## config.mk

```make
export PLATFORM = sky130hd
export DESIGN_NAME = meas_counter
export DESIGN_NICKNAME = d
export VERILOG_FILES = /design/src/rtl/meas_pkg.sv /design/src/rtl/meas_edge_sync.sv /design/src/rtl/meas_src_sel.sv /design/src/rtl/meas_gate_ctrl.sv /design/src/rtl/meas_accum.sv /design/src/rtl/meas_counter.sv
export SDC_FILE = /design/constraint.sdc
export NUM_CORES = 1
export LEC_CHECK = 0
export ABC_CLOCK_PERIOD_IN_PS = 5300
export CORE_ASPECT_RATIO = 0.8
export CORE_MARGIN = 8
export CORE_UTILIZATION = 55
export CTS_CLUSTER_DIAMETER = 30
export CTS_CLUSTER_SIZE = 14
export DETAILED_ROUTE_END_ITERATION = 12
export GPL_TIMING_DRIVEN = 0
export PLACE_DENSITY = 0.91
export SETUP_SLACK_MARGIN = 0.4
export SLEW_MARGIN = 0
export SYNTH_ARGS = -nofsm -noshare
export SYNTH_HDL_FRONTEND = slang
export SYNTH_HIERARCHICAL = 1
export SYNTH_SLANG_ARGS = --single-unit
```

## constraint.sdc

```tcl
create_clock -name clk_i -period 5.3 [get_ports clk_i]
set_input_delay 1.59 -clock clk_i [delete_from_list [all_inputs] [get_ports clk_i]]
set_output_delay 1.59 -clock clk_i [all_outputs]
set_load 0.1 [all_outputs]
```

## src/rtl/meas_pkg.sv

```systemverilog
package meas_pkg;
  localparam int unsigned SRC_N     = 3;
  localparam int unsigned SRC_PILOT = 0;
  localparam int unsigned SRC_A     = 1;
  localparam int unsigned SRC_B     = 2;

  typedef enum logic [2:0] {
    ST_IDLE,
    ST_ARM,
    ST_GATE,
    ST_HUNT,
    ST_PERIOD
  } meas_state_e;
endpackage

```

## src/rtl/meas_edge_sync.sv

```systemverilog
module meas_edge_sync #(
  parameter int unsigned N = 3
) (
  input  logic         clk_i,
  input  logic         rst_ni,
  input  logic [N-1:0] din_i,
  output logic [N-1:0] rise_o
);
  for (genvar i = 0; i < N; i++) begin : g_bit
    logic s1_q, s2_q, s3_q;
    always_ff @(posedge clk_i or negedge rst_ni) begin
      if (!rst_ni) begin
        s1_q <= 1'b0;
        s2_q <= 1'b0;
        s3_q <= 1'b0;
      end else begin
        s1_q <= din_i[i];
        s2_q <= s1_q;
        s3_q <= s2_q;
      end
    end
    assign rise_o[i] = s2_q & ~s3_q;

    a_r4_rise_single: assert property (@(posedge clk_i) disable iff (!rst_ni)
      rise_o[i] |=> !rise_o[i]);
  end
endmodule

```

## src/rtl/meas_src_sel.sv

```systemverilog
module meas_src_sel
  import meas_pkg::*;
(
  input  logic             clk_i,
  input  logic             rst_ni,
  input  logic             load_i,
  input  logic [SRC_N-1:0] sel_i,
  input  logic [SRC_N-1:0] rise_i,
  input  logic             ref_i,
  output logic             period_o,
  output logic             event_o
);
  logic [SRC_N-1:0] sel_q;
  logic [SRC_N-1:0] grant;

  always_ff @(posedge clk_i or negedge rst_ni) begin
    if (!rst_ni)     sel_q <= '0;
    else if (load_i) sel_q <= sel_i;
  end

  // lowest index wins
  always_comb begin
    logic taken;
    taken = 1'b0;
    grant = '0;
    for (int i = 0; i < int'(SRC_N); i++) begin
      if (sel_q[i] && !taken) begin
        grant[i] = 1'b1;
        taken    = 1'b1;
      end
    end
  end

  assign period_o = grant[SRC_PILOT];
  assign event_o  = period_o ? ref_i : |(grant & rise_i);

  a_r6_single_source: assert property (@(posedge clk_i) disable iff (!rst_ni)
    $onehot0(grant));
  a_r6_pilot_priority: assert property (@(posedge clk_i) disable iff (!rst_ni)
    sel_q[SRC_PILOT] |-> period_o);
endmodule

```

## src/rtl/meas_gate_ctrl.sv

```systemverilog
module meas_gate_ctrl
  import meas_pkg::*;
#(
  parameter int unsigned GATE_CODE_W    = 2,
  parameter int unsigned GATE_STEP_LOG2 = 2
) (
  input  logic                   clk_i,
  input  logic                   rst_ni,
  input  logic                   start_i,
  input  logic [GATE_CODE_W-1:0] gate_code_i,
  input  logic                   tick_i,
  input  logic                   period_i,
  input  logic                   pilot_rise_i,
  output logic                   busy_o,
  output logic                   count_en_o
);
  localparam int unsigned MAX_TICKS = 1 << (GATE_STEP_LOG2 * ((1 << GATE_CODE_W) - 1));
  localparam int unsigned TW        = $clog2(MAX_TICKS + 1);

  meas_state_e            state_q;
  logic [GATE_CODE_W-1:0] code_q;
  logic [TW-1:0]          remain_q;

  function automatic logic [TW-1:0] gate_len(input logic [GATE_CODE_W-1:0] c);
    logic [TW-1:0] one;
    one = {{(TW-1){1'b0}}, 1'b1};
    return one << (GATE_STEP_LOG2 * int'(c));
  endfunction

  always_ff @(posedge clk_i or negedge rst_ni) begin
    if (!rst_ni) begin
      state_q  <= ST_IDLE;
      code_q   <= '0;
      remain_q <= '0;
    end else if (start_i) begin
      state_q <= ST_ARM;
      code_q  <= gate_code_i;
    end else begin
      unique case (state_q)
        ST_ARM: if (tick_i) begin
          if (period_i) state_q <= ST_HUNT;
          else begin
            state_q  <= ST_GATE;
            remain_q <= gate_len(code_q);
          end
        end
        ST_GATE: if (tick_i) begin
          if (remain_q == TW'(1)) state_q <= ST_IDLE;
          remain_q <= remain_q - TW'(1);
        end
        ST_HUNT:   if (pilot_rise_i) state_q <= ST_PERIOD;
        ST_PERIOD: if (pilot_rise_i) state_q <= ST_IDLE;
        default: ;
      endcase
    end
  end

  assign busy_o     = (state_q != ST_IDLE);
  assign count_en_o = (state_q == ST_GATE) || (state_q == ST_PERIOD);

  a_r3_arm_waits_tick: assert property (@(posedge clk_i) disable iff (!rst_ni)
    (state_q == ST_ARM && !tick_i && !start_i) |=> state_q == ST_ARM);
  a_r3_gate_holds: assert property (@(posedge clk_i) disable iff (!rst_ni)
    (state_q == ST_GATE && !tick_i && !start_i) |=> state_q == ST_GATE);
  a_r3_remain_live: assert property (@(posedge clk_i) disable iff (!rst_ni)
    state_q == ST_GATE |-> remain_q != '0);
  a_r5_period_ignores_tick: assert property (@(posedge clk_i) disable iff (!rst_ni)
    (state_q == ST_PERIOD && !pilot_rise_i && !start_i) |=> state_q == ST_PERIOD);
endmodule

```

## src/rtl/meas_accum.sv

```systemverilog
module meas_accum #(
  parameter int unsigned W = 20
) (
  input  logic         clk_i,
  input  logic         rst_ni,
  input  logic         clr_i,
  input  logic         inc_i,
  output logic [W-1:0] count_o,
  output logic         over_o
);
  localparam logic [W-1:0] MAX = '1;

  always_ff @(posedge clk_i or negedge rst_ni) begin
    if (!rst_ni) begin
      count_o <= '0;
      over_o  <= 1'b0;
    end else if (clr_i) begin
      count_o <= '0;
      over_o  <= 1'b0;
    end else if (inc_i) begin
      if (count_o == MAX) over_o  <= 1'b1;
      else                count_o <= count_o + W'(1);
    end
  end

  a_r2_clear: assert property (@(posedge clk_i) disable iff (!rst_ni)
    clr_i |=> (count_o == '0) && !over_o);
  a_r7_over_sticky: assert property (@(posedge clk_i) disable iff (!rst_ni)
    (over_o && !clr_i) |=> over_o);
  a_r7_over_at_max: assert property (@(posedge clk_i) disable iff (!rst_ni)
    over_o |-> count_o == MAX);
  a_r7_no_wrap: assert property (@(posedge clk_i) disable iff (!rst_ni)
    (count_o == MAX && !clr_i) |=> count_o == MAX);
endmodule

```

## src/rtl/meas_counter.sv

```systemverilog
module meas_counter
  import meas_pkg::*;
#(
  parameter int unsigned CNT_W          = 20,
  parameter int unsigned GATE_CODE_W    = 2,
  parameter int unsigned GATE_STEP_LOG2 = 2
) (
  input  logic                   clk_i,
  input  logic                   rst_ni,
  input  logic                   start_i,
  input  logic [GATE_CODE_W-1:0] gate_sel_i,
  input  logic [SRC_N-1:0]       src_sel_i,
  input  logic                   tick_1ms_i,
  input  logic                   ref_pulse_i,
  input  logic                   freq_a_i,
  input  logic                   freq_b_i,
  input  logic                   pilot_i,
  output logic [CNT_W-1:0]       count_o,
  output logic                   busy_o,
  output logic                   over_o
);
  logic [SRC_N-1:0] pins, rise;
  logic             period, event_hit, count_en;

  always_comb begin
    pins            = '0;
    pins[SRC_PILOT] = pilot_i;
    pins[SRC_A]     = freq_a_i;
    pins[SRC_B]     = freq_b_i;
  end

  meas_edge_sync #(.N(SRC_N)) i_sync (
    .clk_i  (clk_i),
    .rst_ni (rst_ni),
    .din_i  (pins),
    .rise_o (rise)
  );

  meas_src_sel i_src (
    .clk_i    (clk_i),
    .rst_ni   (rst_ni),
    .load_i   (start_i),
    .sel_i    (src_sel_i),
    .rise_i   (rise),
    .ref_i    (ref_pulse_i),
    .period_o (period),
    .event_o  (event_hit)
  );

  meas_gate_ctrl #(
    .GATE_CODE_W    (GATE_CODE_W),
    .GATE_STEP_LOG2 (GATE_STEP_LOG2)
  ) i_ctrl (
    .clk_i        (clk_i),
    .rst_ni       (rst_ni),
    .start_i      (start_i),
    .gate_code_i  (gate_sel_i),
    .tick_i       (tick_1ms_i),
    .period_i     (period),
    .pilot_rise_i (rise[SRC_PILOT]),
    .busy_o       (busy_o),
    .count_en_o   (count_en)
  );

  meas_accum #(.W(CNT_W)) i_acc (
    .clk_i   (clk_i),
    .rst_ni  (rst_ni),
    .clr_i   (start_i),
    .inc_i   (count_en & event_hit),
    .count_o (count_o),
    .over_o  (over_o)
  );

  a_r2_start_busy: assert property (@(posedge clk_i) disable iff (!rst_ni)
    start_i |=> busy_o);
  a_r8_idle_hold: assert property (@(posedge clk_i) disable iff (!rst_ni)
    (!busy_o && !start_i) |=> $stable(count_o) && $stable(over_o));
endmodule

```

**Word-level counts from Yosys, hierarchy flattened**

Cells that the tools add are included.
W data, S select, Z words.

- Reduce and logical (&&, ||, !) cells: 15
- Shifts and indexed selects: 1
- Eq/ne operators: 15
- Bitwise operators: 9
- Add/subtract/negate cells: 2
- Multiplexer cells: 23

Operators with widths:

| kind | count |
|---|---|
| $mux W20 | 3 |
| $mux W7 | 3 |
| $add A20 B1 Y20 const B | 1 |
| $eq A20 B20 Y1 const B | 1 |
| $mux W3 | 6 |
| $pmux W7 S2 | 1 |
| $pmux W3 S4 | 1 |
| $mux W1 | 9 |
| $ne A3 B2 Y1 const B | 3 |
| $ne A2 B2 Y1 const B | 4 |
| $eq A7 B1 Y1 const B | 1 |
| $shl A1 B3 Y7 const A | 1 |
| $sub A7 B1 Y7 const B | 1 |
| $eq A3 B2 Y1 const B | 2 |
| $ne A3 B3 Y1 const B | 2 |
| $reduce_and A6 Y1 | 1 |
| $reduce_bool A2 Y1 | 3 |
| $reduce_and A5 Y1 | 1 |
| $reduce_bool A5 Y1 | 1 |
| $and A1 B1 Y1 | 4 |
| $not A1 Y1 | 4 |
| $reduce_and A2 Y1 | 2 |
| $and A3 B3 Y3 | 1 |
| $eq A3 B1 Y1 const B | 1 |
| 6 further kinds | 8 |

- Bits in registers: 45
- Input port bits: 13
- Output and inout bits: 22
- Logic and storage cells: 80

**Longest topological paths before layout**

- Depth after elaboration: 13
- Depth in mapped cells: 9
- Gate-level depth less buffers: 8

**Modules after synthesis**

Netlist, hierarchy kept.

By module, submodules not included:

| module | cells an instance | instances | area each (sq um) |
|---|---|---|---|
| meas_accum | 137 | 1 | 1333.8 |
| meas_gate_ctrl | 90 | 1 | 793.3 |
| meas_edge_sync | 12 | 1 | 266.5 |
| meas_src_sel | 10 | 1 | 132.6 |
| meas_counter | 1 | 1 | 6.3 |

**Worst setup path before layout**

No wires, ideal clock.

- Path kind: in2reg
- Start point: input ref_pulse_i
- End point: register i_acc.count_o[19]
- Stages: 8
- Library setup time: 0.128 ns
- Setup slack: 2.254 ns
- Arrival: 2.918 ns
- Path through: nor2b_1 a21oi_1 and2_1 and3_1 clkbuf_1 nand4_2 nor4_1 mux2_1

- Word-level cells in the longest chain between the ends: 4

RTL lines:

| element | line | RTL |
|---|---|---|
| start: declaration | meas_counter.sv:14 | `input logic ref_pulse_i,` |
| $mux W1 | meas_src_sel.sv:35 | `assign event_o = period_o ? ref_i : \|(grant & rise_i);` |
| named net event_hit | meas_counter.sv:23 | `logic period, event_hit, count_en;` |
| $and A1 B1 Y1 | meas_counter.sv:69 | `.inc_i (count_en & event_hit),` |
| $reduce_bool A2 Y1 (no source line) | n/a |  |
| $reduce_and A2 Y1 (no source line) | n/a |  |
| end signal: assignment | meas_accum.sv:22 | `else count_o <= count_o + W'(1);` |
| end: declaration | meas_accum.sv:8 | `output logic [W-1:0] count_o,` |

The timed path passes the listed nets, and every way through them passes these cells.
A chain may end at the register's enable or synchronous reset.

**Worst setup path in the final report**

- Start point: register i_ctrl.state_q[1]
- End point: output busy_o

- Word-level cells in the longest chain between the ends: 1

RTL lines:

| element | line | RTL |
|---|---|---|
| start: declaration | meas_gate_ctrl.sv:20 | `meas_state_e state_q;` |
| start signal: assignment | meas_gate_ctrl.sv:32 | `state_q <= ST_IDLE;` |
| start signal: assignment | meas_gate_ctrl.sv:36 | `state_q <= ST_ARM;` |
| start signal: assignment | meas_gate_ctrl.sv:41 | `if (period_i) state_q <= ST_HUNT;` |
| $reduce_bool A3 Y1 | meas_gate_ctrl.sv:58 | `assign busy_o = (state_q != ST_IDLE);` |
| end: declaration | meas_counter.sv:19 | `output logic busy_o,` |

Every way passes these cells.

==> flow_metrics.env <==
export IMPL_status="complete, no violations"
export IMPL_dieWidth_um=91.87
export IMPL_coreArea_um2=4514
export IMPL_hold_viol=0
export IMPL_cts_tree="yes"
export IMPL_cp_top_family="buffers and inverters"
export IMPL_fin_crit_ps=3815
export IMPL_worstSetupEndpoint="busy_o"
export IMPL_clock_tree_root_cell="clkbuf_8"
export IMPL_r2r_setup_slack_ps=2920
export IMPL_multi_input_area_um2=1316
export IMPL_hpwl_mm=3.862
export IMPL_gp_congestion=0.9360
export IMPL_avgRoutedWirePerCell_um=14.84
export IMPL_critPathKind="flip-flop to output pin"
export IMPL_io_pins=35
export IMPL_cts_hold_buffers=0
export IMPL_finalNonFillerCells=353
export IMPL_grt_total_usage=0.1560
export IMPL_critical_path_peak_fanout=10
export IMPL_dp_cells=345
export IMPL_max_freq_ghz=0.2621
export IMPL_crit_chain="buf_4, or3_1, clkdlybuf4s50_1"
export IMPL_ant_nets=0
export IMPL_hp_class="flip-flop to flip-flop"
export IMPL_io_buffer_count=34
export IMPL_syn_inst=250
export IMPL_drt_pass1_iter_count=4
export IMPL_grt_pass1_wl_mm=9.149
export IMPL_slew_viol_final=0
export IMPL_end_kind="output pin"
export IMPL_ys_seq_area_frac=0.4447
export IMPL_place_area_um2=2963
export IMPL_drt_iter0_drc=133
export IMPL_path_depth=3
export IMPL_drcViolationCount=0
export IMPL_cts_inserted_buffers=5
export IMPL_setup_slack_ps=1485
export IMPL_wl_mm=5.239
export IMPL_skew_ps=5.880
export IMPL_ys_seq_elements=45
export IMPL_rows=22
export IMPL_final_common_cell="dfrtp_1"
export IMPL_die_h_um=76.69
export IMPL_crit_arrival_ps=2230
export IMPL_ir_drop_mv=0.1638
export IMPL_synth_cell_types=54
export IMPL_slew_headroom=0.3402
export IMPL_nets=308
export IMPL_async_flop_share=1.000
export IMPL_clock_path_buffers=2
export IMPL_ff2ff_path_depth=9
export IMPL_dieArea_um2=7045
export IMPL_avgSynthCellArea_um2=10.13
export IMPL_grt_overflow_total=0
export IMPL_viasPerCell=5.830
export IMPL_whs_ps=352.1
export IMPL_slowest_delay_ps=970
export IMPL_fin_crit_sh=0.7199
export IMPL_cap_violations=0
export IMPL_ys_flop_type="dfrtp_1"
export IMPL_cts_setup_buffers=0
export IMPL_slowest_stage="clkdlybuf4s50_1"
export IMPL_tightestPinTransition_ps=986.6
export IMPL_yosysWarnings=6
export IMPL_antenna_found_initial=0
export IMPL_fillerInstances=360
export IMPL_regArea_um2=1126
export IMPL_layout_common_cells="dfrtp_1 (45), clkdlybuf4s50_1 (33), nor2_1 (21), a21oi_1 (18), nand2_1 (14)"
export IMPL_r2r_start="i_ctrl/state_q[1]"
export IMPL_path_buf_inv=2
export IMPL_vias=2058
export IMPL_startpoint_type="flip-flop"
export IMPL_layout_drive_gt1_share=0.1536
export IMPL_finalSetupViolations=0
export IMPL_rr_endpoint="i_acc/count_o[19]"
export IMPL_synth_area_um2=2532
export IMPL_syn2layout_area_growth_pct=21.59
export IMPL_grt_max_degree=28
export IMPL_synth_nets=266
export IMPL_cts_resized=0
export IMPL_setup_tns_ps=0
export IMPL_antenna_cells=0
export IMPL_synth_edf_count=0
export IMPL_start_util=0.5610
export IMPL_critPathRequiredTime_ps=3710
export IMPL_p_leak_nw=1.261
export IMPL_rsz0062_at_grt="no"
export IMPL_post_place_ws_ps=1484
export IMPL_cp_startpoint="i_ctrl/state_q[1]"
export IMPL_clk_latency_ps=300
export IMPL_ctsHtreeMaxLevel=2
export IMPL_grt_pass1_vias=2018
export IMPL_final_area_um2=3079
export IMPL_clock_sinks=45
export IMPL_powerDensity_nw_per_um2=279.5
export IMPL_clkTransAtPathRegs_ps=80
[metal layers]
metal	vias to the layer above	wire length [um]	share of wire	track usage
met5	-	0	0	0
li1	1001	-	-	-
met3	10	350	0.067	0.03794
met4	0	100	0.019	0.07544
met1	986	2393	0.46	0.2036
met2	61	2395	0.46	0.2361
[worst min-delay path by stage]
stage	from	end	cells after the start
3_5_place_dp	i_sync/g_bit[1].s1_q	i_sync/g_bit[1].s2_q	0
4_1_cts	i_sync/g_bit[1].s1_q	i_sync/g_bit[1].s2_q	0
5_1_grt	i_sync/g_bit[0].s1_q	i_sync/g_bit[0].s2_q	0
3_3_place_gp	i_sync/g_bit[2].s1_q	i_sync/g_bit[2].s2_q	0
2_1_floorplan	i_sync/g_bit[0].s1_q	i_sync/g_bit[0].s2_q	0
6_report	i_sync/g_bit[1].s1_q	i_sync/g_bit[1].s2_q	0
[final cells by class]
type	count	area share
repair buffers	35	0.1154
well taps	60	0.02438
plain buffers	12	0.02316
inverters	5	0.006095
clock inverters	1	0.009752
multi-input cells	188	0.4275
clock buffers	7	0.02804
flip-flops and latches	45	0.3657
[cell usage after synthesis, drive strengths merged (7+ instances only)]
cell type	n	area, um^2
nor3	8	45.04
o31ai	7	52.55
nor4	7	73.82
nand2	14	52.55
o21ai	11	55.05
and3	7	43.79
nand3	7	70.06
nor2	22	85.09
nor2b	16	125.1
buf	7	52.54
mux2	13	161.4
a21oi	23	133.9
dfrtp	45	1126
[flip-flops by register name, indices dropped and copies added (netlist names)]
| register | count |
|---|---|
| i_ctrl/remain_q | 7 |
| i_sync/g_bit.s3_q | 3 |
| i_ctrl/code_q | 2 |
| i_acc/over_o | 1 |
| i_sync/g_bit.s2_q | 3 |
| i_acc/count_o | 20 |
| i_ctrl/state_q | 3 |
| i_sync/g_bit.s1_q | 3 |
| i_src/sel_q | 3 |
[power breakdown]
part / leakage [nW] / switching [mW] / internal (mW)
clock network: 0.0585 / 0.117 / 0.154
registers: 0.586 / 0.0285 / 0.372
logic: 0.616 / 0.111 / 0.0784
[metrics by stage]
step / power [mW] / utilization
3_5_place_dp: 0.5956 / 0.6563
6_report: 0.8605 / 0.6821
5_1_grt: 0.9048 / 0.6821
4_1_cts: 0.8669 / 0.6821
3_3_place_gp: 0.5858 / 0.6530
2_1_floorplan: 0.5422 / -
[logic make-up after synthesis]
kind of cell / Yosys count / share of synthesized area
AOI/OAI and AO/OA: 59 / 0.1502
and+or+nand+nor: 110 / 0.2801
DFF: 45 / 0.4447
buffers and inverters: 17 / 0.03557
xor gates and xnor gates: 2 / 0.006918
muxes: 14 / 0.06769
adders and majority gates: 3 / 0.01482
Power figures use the tool's default switching activity.
